--- config.mk ---
export PLATFORM = sky130hd
export DESIGN_NAME = periodic_trigger_timer
export DESIGN_NICKNAME = d
export VERILOG_FILES = /design/src/rtl/ptt_pkg.sv /design/src/rtl/ptt_tick_sel.sv /design/src/rtl/ptt_compare_bank.sv /design/src/rtl/ptt_counter.sv /design/src/rtl/ptt_out_unit.sv /design/src/rtl/periodic_trigger_timer.sv
export SDC_FILE = /design/constraint.sdc
export NUM_CORES = 1
export LEC_CHECK = 0
export ABC_AREA = 0
export BUFFER_PORTS_ARGS = -buffer_cell sky130_fd_sc_hd__buf_2
export CAP_MARGIN = 20
export CORE_UTILIZATION = 45
export CTS_CLUSTER_DIAMETER = 120
export DETAILED_ROUTE_END_ITERATION = 8
export PLACE_DENSITY = 0.68
export SLEW_MARGIN = 20
export SYNTH_ARGS = -nofsm -noshare
export SYNTH_HDL_FRONTEND = slang
export SYNTH_HIERARCHICAL = 1
export SYNTH_SLANG_ARGS = --single-unit
--- constraint.sdc ---
create_clock -name clk -period 4 [get_ports clk]
set_clock_uncertainty 0.05 [all_clocks]
set_input_delay 0 -clock clk [delete_from_list [all_inputs] [get_ports clk]]
set_output_delay 0 -clock clk [all_outputs]
set_load 0.01 [all_outputs]
--- src/rtl/ptt_pkg.sv ---
package ptt_pkg;
  localparam int unsigned PTT_CMP_CH = 2;

  typedef enum logic [1:0] {
    ACT_HOLD  = 2'd0,
    ACT_SET   = 2'd1,
    ACT_CLEAR = 2'd2
  } out_act_e;
endpackage

--- src/rtl/ptt_tick_sel.sv ---
module ptt_tick_sel (
  input  logic fast_tick,
  input  logic slow_tick,
  input  logic tick_sel,
  input  logic run_up,
  output logic adv
);
  logic src_tick;

  always_comb begin
    src_tick = tick_sel ? slow_tick : fast_tick;
    adv      = run_up & src_tick;
  end
endmodule

--- src/rtl/ptt_compare_bank.sv ---
module ptt_compare_bank #(
  parameter int unsigned W   = 16,
  parameter int unsigned NCH = 2
) (
  input  logic           clk,
  input  logic           rst,
  input  logic [NCH-1:0] we,
  input  logic [W-1:0]   wdata,
  input  logic [W-1:0]   probe,
  output logic [NCH-1:0] hit,
  output logic [W-1:0]   lim_o
);
  logic [W-1:0] cmp_q [NCH];

  for (genvar g = 0; g < NCH; g++) begin : g_ch
    always_ff @(posedge clk) begin
      if (rst) begin
        cmp_q[g] <= '0;
      end else if (we[g]) begin
        cmp_q[g] <= wdata;
      end
    end
    assign hit[g] = (probe == cmp_q[g]);
  end

  assign lim_o = cmp_q[0];
endmodule

--- src/rtl/ptt_counter.sv ---
module ptt_counter #(
  parameter int unsigned W = 16
) (
  input  logic         clk,
  input  logic         rst,
  input  logic         adv,
  input  logic [W-1:0] lim,
  output logic [W-1:0] cnt_q,
  output logic [W-1:0] cnt_nxt
);
  localparam logic [W-1:0] ONE = W'(1);

  always_comb begin
    if (cnt_q == lim) begin
      cnt_nxt = '0;
    end else begin
      cnt_nxt = cnt_q + ONE;
    end
  end

  always_ff @(posedge clk) begin
    if (rst) begin
      cnt_q <= '0;
    end else if (adv) begin
      cnt_q <= cnt_nxt;
    end
  end
endmodule

--- src/rtl/ptt_out_unit.sv ---
module ptt_out_unit
  import ptt_pkg::*;
(
  input  logic clk,
  input  logic rst,
  input  logic adv,
  input  logic hit_lim,
  input  logic hit_mark,
  input  logic irq_en,
  input  logic flag_clr,
  output logic trig_q,
  output logic flag_q
);
  out_act_e act;
  logic     flag_set;

  always_comb begin
    act = ACT_HOLD;
    if (adv) begin
      if (hit_lim) begin
        act = ACT_CLEAR;
      end else if (hit_mark) begin
        act = ACT_SET;
      end
    end
    flag_set = adv & hit_lim & irq_en;
  end

  always_ff @(posedge clk) begin
    if (rst) begin
      trig_q <= 1'b0;
    end else begin
      unique case (act)
        ACT_SET:   trig_q <= 1'b1;
        ACT_CLEAR: trig_q <= 1'b0;
        default:   trig_q <= trig_q;
      endcase
    end
  end

  always_ff @(posedge clk) begin
    if (rst) begin
      flag_q <= 1'b0;
    end else if (flag_set) begin
      flag_q <= 1'b1;
    end else if (flag_clr) begin
      flag_q <= 1'b0;
    end
  end
endmodule

--- src/rtl/periodic_trigger_timer.sv ---
module periodic_trigger_timer
  import ptt_pkg::*;
#(
  parameter int unsigned CNT_W = 16
) (
  input  logic             clk,
  input  logic             rst,
  input  logic             fast_tick,
  input  logic             slow_tick,
  input  logic             tick_sel,
  input  logic             run_up,
  input  logic             lim_we,
  input  logic             mark_we,
  input  logic [CNT_W-1:0] cmp_wdata,
  input  logic             irq_en,
  input  logic             flag_clr,
  output logic [CNT_W-1:0] count_o,
  output logic             trig_o,
  output logic             irq_flag
);
  logic                  adv;
  logic [CNT_W-1:0]      cnt_q;
  logic [CNT_W-1:0]      cnt_nxt;
  logic [CNT_W-1:0]      lim_q;
  logic [PTT_CMP_CH-1:0] hit;

  ptt_tick_sel u_tick (
    .fast_tick (fast_tick),
    .slow_tick (slow_tick),
    .tick_sel  (tick_sel),
    .run_up    (run_up),
    .adv       (adv)
  );

  ptt_compare_bank #(.W(CNT_W), .NCH(PTT_CMP_CH)) u_cmp (
    .clk   (clk),
    .rst   (rst),
    .we    ({mark_we, lim_we}),
    .wdata (cmp_wdata),
    .probe (cnt_nxt),
    .hit   (hit),
    .lim_o (lim_q)
  );

  ptt_counter #(.W(CNT_W)) u_cnt (
    .clk     (clk),
    .rst     (rst),
    .adv     (adv),
    .lim     (lim_q),
    .cnt_q   (cnt_q),
    .cnt_nxt (cnt_nxt)
  );

  ptt_out_unit u_out (
    .clk      (clk),
    .rst      (rst),
    .adv      (adv),
    .hit_lim  (hit[0]),
    .hit_mark (hit[1]),
    .irq_en   (irq_en),
    .flag_clr (flag_clr),
    .trig_q   (trig_o),
    .flag_q   (irq_flag)
  );

  assign count_o = cnt_q;
endmodule

==> summary.md, run 1 <==
| Metric | Value |
|---|---|
| Run status | complete, but fails checks |
| Failing checks | DRC |
| Syn Inst Count | 304 |
| Total length of routed wires | 6.56 mm |
| Pin count of the biggest net entering global routing | 29 |
| Unique cell type count in the Yosys netlist | 46 |
| CTS-repair resized insts | 0 |
| Switching power summed over all nets | 265 uW |
| Number of cell rows | 30 |
| First-pass GRT wire length | 10.6 mm |
| Count leader, synth | sky130_fd_sc_hd__xnor2_1 |
| Max transition margin | 0.621 |
| CTS root buf | sky130_fd_sc_hd__clkbuf_8 |
| Share of total power in combinational logic | 0.131 |
| Synth top cells by count | 37 x sky130_fd_sc_hd__xnor2_1, 36 x sky130_fd_sc_hd__and2_1, 32 x sky130_fd_sc_hd__edfxtp_1, 23 x sky130_fd_sc_hd__xor2_1, 22 x sky130_fd_sc_hd__nor2_1 |
| Count of final setup violators | 0 |
| Post-layout net count | 386 |
| Kind of critical path | register to register |
| Kind of end point of the critical path | register |
| X dimension of the die | 85.5 um |
| Worst Reg2Reg Path Length in Cells | 11 |
| Maximum achievable frequency | 0.291 GHz |
| Instance count on the critical path | 11 |
| Met1 capacity usage during global routing | 0.245 |
| Number of global-route vias before repair | 2205 |
| Cell accounting for the most synthesized area | sky130_fd_sc_hd__edfxtp_1 |
| Filler cell count | 639 |
| Antenna violations before repair | 0 |
| Post-route DRC violation count | 1 |
| Number of clock sinks | 50 |
| Critical Path Max Stage Delay | 0.56 ns |
| Antenna violation net count after detailed routing | 0 |
| CTS tree | done |
| Reg2reg end | u_out/flag_q |
| Global route hottest layer | met2 |
| Via Count | 2281 |
| Post-DP HPWL | 4.79 mm |
| Synth-to-Final Area Change | 15.2% |
| H-tree depth | 2 |
| Worst-margin pin slew | 0.568 ns |
| Largest fanout on the critical path | 11 |
| Yosys synthesis warning count | 6 |
| Clock group share of total power | 0.290 |
| Average vias per placed instance | 5.20 |
| # diodes | 0 |
| Area used by sequential logic in the layout | 0.00132 mm2 |
| Part of the Yosys area used for sequential elements | 0.421 |
| CP endpoint | u_out/flag_q |
| CTS Buffer Depth | 2 |
| Insertion delay of the later-clocked pin in the worst-skew pair | 0.30 ns |
| Number of enable-type register cells in the synthesized netlist | 32 |
| Starting density of the core | 0.464 |
| Initial DRC Count | 173 |
| Time the final worst path needs with I/O delays and setup | 3.44 ns |
| Critical path, cell by cell | xor2_1 > nor4_1 > and4_1 > buf_4 > nor2_1 > xnor2_1 > nand4_1 > nor4_1 > nand3_1 > a21oi_1 > dlygate4sd3_1 |
| Post-Syn Area | 0.00314 mm2 |
| Slowest CP cell | sky130_fd_sc_hd__dlygate4sd3_1 |
| Category of cells accounting for the largest share of critical-path delay | simple AND/OR/NAND/NOR gates |
| Top-area cell type share of the netlist area | 0.306 |
| # Max-Cap Violations | 0 |
| Cell Pwr Density | 289 mW/mm2 |
| Setup repair after global routing missed its margin | no |
| Post-synthesis register bit count | 50 |
| Cell repeated most along the worst path | sky130_fd_sc_hd__nor4_1 |
| Total overflow reported by the global router | 0 |
| Worst reg-to-reg setup slack | 0.56 ns |
| Mean area per synthesized cell | 10.3 um2 |
| Drt pass-1 iters | 6 |
| Core Region | 0.00676 mm2 |
| Cells taking the most area after synthesis | sky130_fd_sc_hd__edfxtp_1 31%, sky130_fd_sc_hd__dfxtp_1 11%, sky130_fd_sc_hd__xnor2_1 10% |
| Total Power Consumption | 1.05 mW |
| Worst R2R Start | u_cmp/cmp_q[0][12] |
| WHS | 0.135 ns |
| Ys async rst share | 0 |
| Routed wirelength normalized by instance count | 14.9 um |
| Register clock-pin slew on the reported worst setup and hold paths | 0.09 ns |
| Area used by multi-input combinational logic | 0.00165 mm2 |
| Critical path buffers and inverters | 2 |
| Most used flip-flop cell after synthesis | sky130_fd_sc_hd__edfxtp_1 |
| Y dimension of the die | 85.5 um |
| Global placement routability congestion | 0.842 |
| Worst path required time | 4.20 ns |
| Total routing usage reported by global routing | 0.186 |
| Total count of max-transition violations in the final report | 0 |
| Switching power share of the total | 0.253 |
| Global routing met2 resource utilization | 0.313 |
| Startpoint kind of the worst setup timing path | register |
| Crit path arrival time | 3.64 ns |
| Count of input and output buffers | 43 |
| Setup TNS | 0 ns |
| Met3 layer usage reported by global route | 0.0346 |
| Net Count, Synth | 332 |
| CTS buffer count | 5 |
| Crit share post-route | 0.860 |
| Path type of the worst min-delay path | input pin to register |
| Launching element of the worst setup path | u_cmp/cmp_q[0][12] |
| Total setup buffers inserted after CTS | 0 |
| Final hold violations | 0 |
| Number of top-level pins | 44 |
| Leak pwr | 1.41 nW |
| Largest voltage drop on the vdd net | 0.185 mV |
| DIE AREA | 0.00731 mm2 |
| Internal power | 781 uW |
| Share of post-route cells with drive strength above 1 | 0.203 |
| Sequential cell fraction of total power | 0.579 |
[worst min-delay path by stage]
stage	startpoint	endpoint	slack, ns	cells past startpoint
finish	rst	u_out/trig_q	0.14	2
global route	rst	u_out/trig_q	0.16	2
CTS	rst	u_out/trig_q	0.13	2
detailed placement	flag_clr	u_out/flag_q	0.23	3
global placement	flag_clr	u_out/flag_q	0.21	3
floorplan	rst	u_out/trig_q	0.01	1
[power by group through the flow]
| stage | registers [mW] | clock network, mW | logic (mW) |
|---|---|---|---|
| finish | 0.605 | 0.303 | 0.137 |
| global route | 0.608 | 0.333 | 0.149 |
| CTS | 0.606 | 0.317 | 0.138 |
| detailed placement | 0.618 | 0 | 0.125 |
| global placement | 0.616 | 0 | 0.121 |
| floorplan | 0.611 | 0 | 0.0885 |
[metrics by stage]
step | instance area [um2] | std cells | setup WS [ns] | utilization
floorplan | 3140 | 304 | 0.896 | -
global placement | 3340 | 413 | 0.692 | 0.495
detailed placement | 3340 | 413 | 0.616 | 0.495
CTS | 3610 | 439 | 0.582 | 0.535
global route | 3610 | 439 | 0.314 | 0.535
finish | 3610 | 439 | 0.561 | 0.535
[what timing repair did]
action | 4_1_cts | 5_1_grt
hold endpoints to repair | 33 | 0
hold buffers | 18 | 0
endpoints found under the setup margin | 0 | 0
[worst reg2reg max path: cells and delay by family, from the launching register on]
| family | cells | cell delay [ns] |
|---|---|---|
| simple gates | 6 | 1.59 |
| buf+inv | 2 | 0.80 |
| flops | 1 | 0.47 |
| xor+xnor | 2 | 0.31 |
| compound gates | 1 | 0.16 |
[layout make-up]
cell class	count	share of cell area
clock inverters	2	0.00485
repair buffers	68	0.124
clock buffers	6	0.0201
multi-input cells	232	0.457
well taps	80	0.0277
flip-flops and latches	50	0.366
inverters	1	0.00104
[cell families (layout without fill, tap and decap cells)]
family,count (synthesis),after routing,synth area share
compound gates,20,20,0.0435
xor+xnor,60,60,0.168
fa+ha+maj,2,2,0.00798
buf+inv,22,77,0.0539
flops,50,50,0.421
mux,1,1,0.00319
simple gates,149,149,0.303
[cell usage in the layout (no fill, tap or decap), types with 4 or more instances in the layout]
master / instances
sky130_fd_sc_hd__nor4_1: 5
sky130_fd_sc_hd__dlygate4sd3_1: 18
sky130_fd_sc_hd__nand2b_1: 13
sky130_fd_sc_hd__buf_2: 43
sky130_fd_sc_hd__dfxtp_1: 18
sky130_fd_sc_hd__buf_4: 7
sky130_fd_sc_hd__a31oi_1: 10
sky130_fd_sc_hd__nand3_1: 16
sky130_fd_sc_hd__or4b_1: 4
sky130_fd_sc_hd__edfxtp_1: 32
sky130_fd_sc_hd__xnor2_1: 37
sky130_fd_sc_hd__nand3b_1: 6
sky130_fd_sc_hd__nand4_1: 11
sky130_fd_sc_hd__clkbuf_8: 5
sky130_fd_sc_hd__nor2_1: 22
sky130_fd_sc_hd__a21oi_1: 4
sky130_fd_sc_hd__and2_1: 36
sky130_fd_sc_hd__nand4b_1: 7
sky130_fd_sc_hd__xor2_1: 23
sky130_fd_sc_hd__nand2_1: 7
[flip-flops by register name, summed over array words and instances, names as in the netlist]
signal and flops:
u_cnt/cnt_q 16, u_out/flag_q 1, u_cmp/cmp_q 32, u_out/trig_q 1
[metal layers]
layer / up-vias / part of all wire
li1: 1168 / -
met1: 1070 / 0.48
met2: 41 / 0.48
met3: 2 / 0.028
met4: 0 / 0.0073
met5: - / 0
No activity file was read; power rests on OpenSTA's default activity.
==> run 2: changes to the inputs <==
--- a/config.mk
+++ b/config.mk
@@ -13,4 +13,5 @@
 export DETAILED_ROUTE_END_ITERATION = 8
 export PLACE_DENSITY = 0.68
+export SKIP_LAST_GASP = 1
 export SLEW_MARGIN = 20
 export SYNTH_ARGS = -nofsm -noshare
==> constraint.sdc (replaced) <==
create_clock -name clk -period 4 [get_ports clk]
set_clock_uncertainty 0.05 [all_clocks]
set_input_delay 0.4 -clock clk [delete_from_list [all_inputs] [get_ports clk]]
set_output_delay 0.4 -clock clk [all_outputs]
set_load 0.01 [all_outputs]
==> run 2 against run 1 <==
  * The flow still finishes with violations (DRC)
  * Register-to-register slack hardly changed
  * Sequential cell count stayed put
  * Sequential power hardly changed
  * Non-clock buffer count is 18 lower
  * Fmax is 0.40% higher
  * Cell area is 5.0% lower
  * Combinational power is 9% lower
  * Global-route usage is 0.43 points lower
  * Sequential share of layout area is 1.9 points higher
==> summary.md, run 2 (same netlist as run 1, synthesis figures left out) <==
| Metric | Value |
|---|---|
| Run status | complete, but fails checks |
| Failing checks | DRC |
| Core Region | 0.00676 mm2 |
| Total Power Consumption | 1.03 mW |
| CTS buffer count | 5 |
| Critical Path Max Stage Delay | 0.57 ns |
| Average vias per placed instance | 5.32 |
| # diodes | 0 |
| Final Core Density | 0.508 |
| Synth-to-Final Area Change | 9.41% |
| Antenna violations before repair | 0 |
| Count of final setup violators | 0 |
| Sequential cell fraction of total power | 0.586 |
| Share of total power in combinational logic | 0.121 |
| Switching power summed over all nets | 263 uW |
| Kind of end point of the critical path | register |
| X dimension of the die | 85.5 um |
| Via Count | 2240 |
| Crit path arrival time | 3.61 ns |
| Worst path required time | 4.19 ns |
| Total setup buffers inserted after CTS | 0 |
| Clock group share of total power | 0.294 |
| Initial DRC Count | 161 |
| CTS tree | done |
| Number of cell rows | 30 |
| Number of clock sinks | 50 |
| Setup repair after global routing missed its margin | no |
| Drt pass-1 iters | 6 |
| Global placement routability congestion | 0.842 |
| Critical path buffers and inverters | 0 |
| Antenna violation net count after detailed routing | 0 |
| Insertion delay of the later-clocked pin in the worst-skew pair | 0.30 ns |
| Largest fanout on the critical path | 11 |
| Setup TNS | 0 ns |
| Area after detailed placement | 0.00334 mm2 |
| Kind of critical path | register to register |
| Cell repeated most along the worst path | sky130_fd_sc_hd__nor4_1 |
| Total count of max-transition violations in the final report | 0 |
| Pin count of the biggest net entering global routing | 29 |
| Leading cell type in the layout, fill and taps excluded | sky130_fd_sc_hd__buf_2 |
| Final hold violations | 0 |
| Slowest CP cell | sky130_fd_sc_hd__dfxtp_1 |
| Register containing the most flip-flops in the final layout | u_cmp/cmp_q |
| Number of global-route vias before repair | 2124 |
| Leak pwr | 1.33 nW |
| Post-layout net count | 368 |
| Largest voltage drop on the vdd net | 0.182 mV |
| Layout Cell Area excl Fill | 0.00343 mm2 |
| Number of top-level pins | 44 |
| Share of post-route cells with drive strength above 1 | 0.214 |
| First-pass GRT wire length | 10.4 mm |
| DIE AREA | 0.00731 mm2 |
| Count of input and output buffers | 43 |
| Routed wirelength normalized by instance count | 15.3 um |
| Startpoint kind of the worst setup timing path | register |
| # Max-Cap Violations | 0 |
| Category of cells accounting for the largest share of critical-path delay | simple AND/OR/NAND/NOR gates |
| Post-route DRC violation count | 1 |
| Most used cells in the layout excluding fill and tap cells | 43 x sky130_fd_sc_hd__buf_2, 37 x sky130_fd_sc_hd__xnor2_1, 36 x sky130_fd_sc_hd__and2_1 |
| Starting density of the core | 0.464 |
| Critical path, cell by cell | xor2_1 > nor4_1 > and4_1 > nor2_1 > xnor2_1 > nand4_1 > nor4_1 > and2_1 > ha_1 > or2_1 > a21oi_2 |
| CTS Buffer Depth | 2 |
| Biggest registers after layout | u_cmp/cmp_q: 32 flops, u_cnt/cnt_q: 16 flops |
| Y dimension of the die | 85.5 um |
| CTS-repair resized insts | 0 |
| Worst-margin pin slew | 0.576 ns |
| Count of hold buffers inserted by post-cts repair | 0 |
| WHS | 0.298 ns |
| Path type of the worst min-delay path | input pin to register |
| Internal power | 770 uW |
| Register clock-pin slew on the reported worst setup and hold paths | 0.10 ns |
| Post-DP HPWL | 4.79 mm |
| Switching power share of the total | 0.254 |
| Cell Pwr Density | 301 mW/mm2 |
| Max transition margin | 0.616 |
| Flip-flop count of the largest register after layout | 32 |
| CTS root buf | sky130_fd_sc_hd__clkbuf_8 |
| Maximum achievable frequency | 0.292 GHz |
| H-tree depth | 2 |
| Total length of routed wires | 6.43 mm |
| Time the final worst path needs with I/O delays and setup | 3.43 ns |
| Total routing usage reported by global routing | 0.182 |
| Total overflow reported by the global router | 0 |
| Crit share post-route | 0.856 |
-- run 2: power by group through the flow --
stage,Clock (mW),Combinational [mW],Sequential (mW)
2_1_floorplan,0,0.0885,0.611
3_3_place_gp,0,0.121,0.616
3_5_place_dp,0,0.125,0.618
4_1_cts,0.317,0.125,0.606
5_1_grt,0.333,0.136,0.608
6_report,0.303,0.124,0.605
-- run 2: final timing paths --
path	slack, ns	cells past startpoint	end	from
worst max-delay path	0.57	11	u_out/trig_q	u_cnt/cnt_q[3]
worst min-delay path	0.30	3	u_out/flag_q	flag_clr
worst max register to register	0.57	11	u_out/trig_q	u_cnt/cnt_q[3]
worst min register to register	0.42	2	u_out/trig_q	u_out/trig_q
-- run 2: worst register-to-register path, stage by stage, from the launching register on --
cell and delay, ns:
sky130_fd_sc_hd__dfxtp_1 0.57, sky130_fd_sc_hd__xor2_1 0.13, sky130_fd_sc_hd__nor4_1 0.34, sky130_fd_sc_hd__and4_1 0.47, sky130_fd_sc_hd__nor2_1 0.18, sky130_fd_sc_hd__xnor2_1 0.20
sky130_fd_sc_hd__nand4_1 0.17, sky130_fd_sc_hd__nor4_1 0.45, sky130_fd_sc_hd__and2_1 0.20, sky130_fd_sc_hd__ha_1 0.23, sky130_fd_sc_hd__or2_1 0.24, sky130_fd_sc_hd__a21oi_2 0.12
-- run 2: layer usage --
metal  vias to the layer above  track usage  share of wire
met3                         2       0.0346          0.034
met2                        45        0.300           0.48
li1                       1132            -              -
met4                         0       0.0545         0.0075
met5                         -            0              0
met1                      1061        0.243           0.48
-- run 2: cell type report --
cell class,instances,area [um2]
multi-input combinational,232,1650
fill,656,3320
inverter,1,3.75
tap,80,100
clock inverter,2,17.5
sequential,50,1320
clock buffer,6,72.6
timing repair buffer,50,268
-- run 2: through the flow --
step | cells | setup WS (ns)
global placement | 413 | 0.692
detailed placement | 413 | 0.616
CTS | 421 | 0.594
floorplan | 304 | 0.896
finish | 421 | 0.574
global route | 421 | 0.361
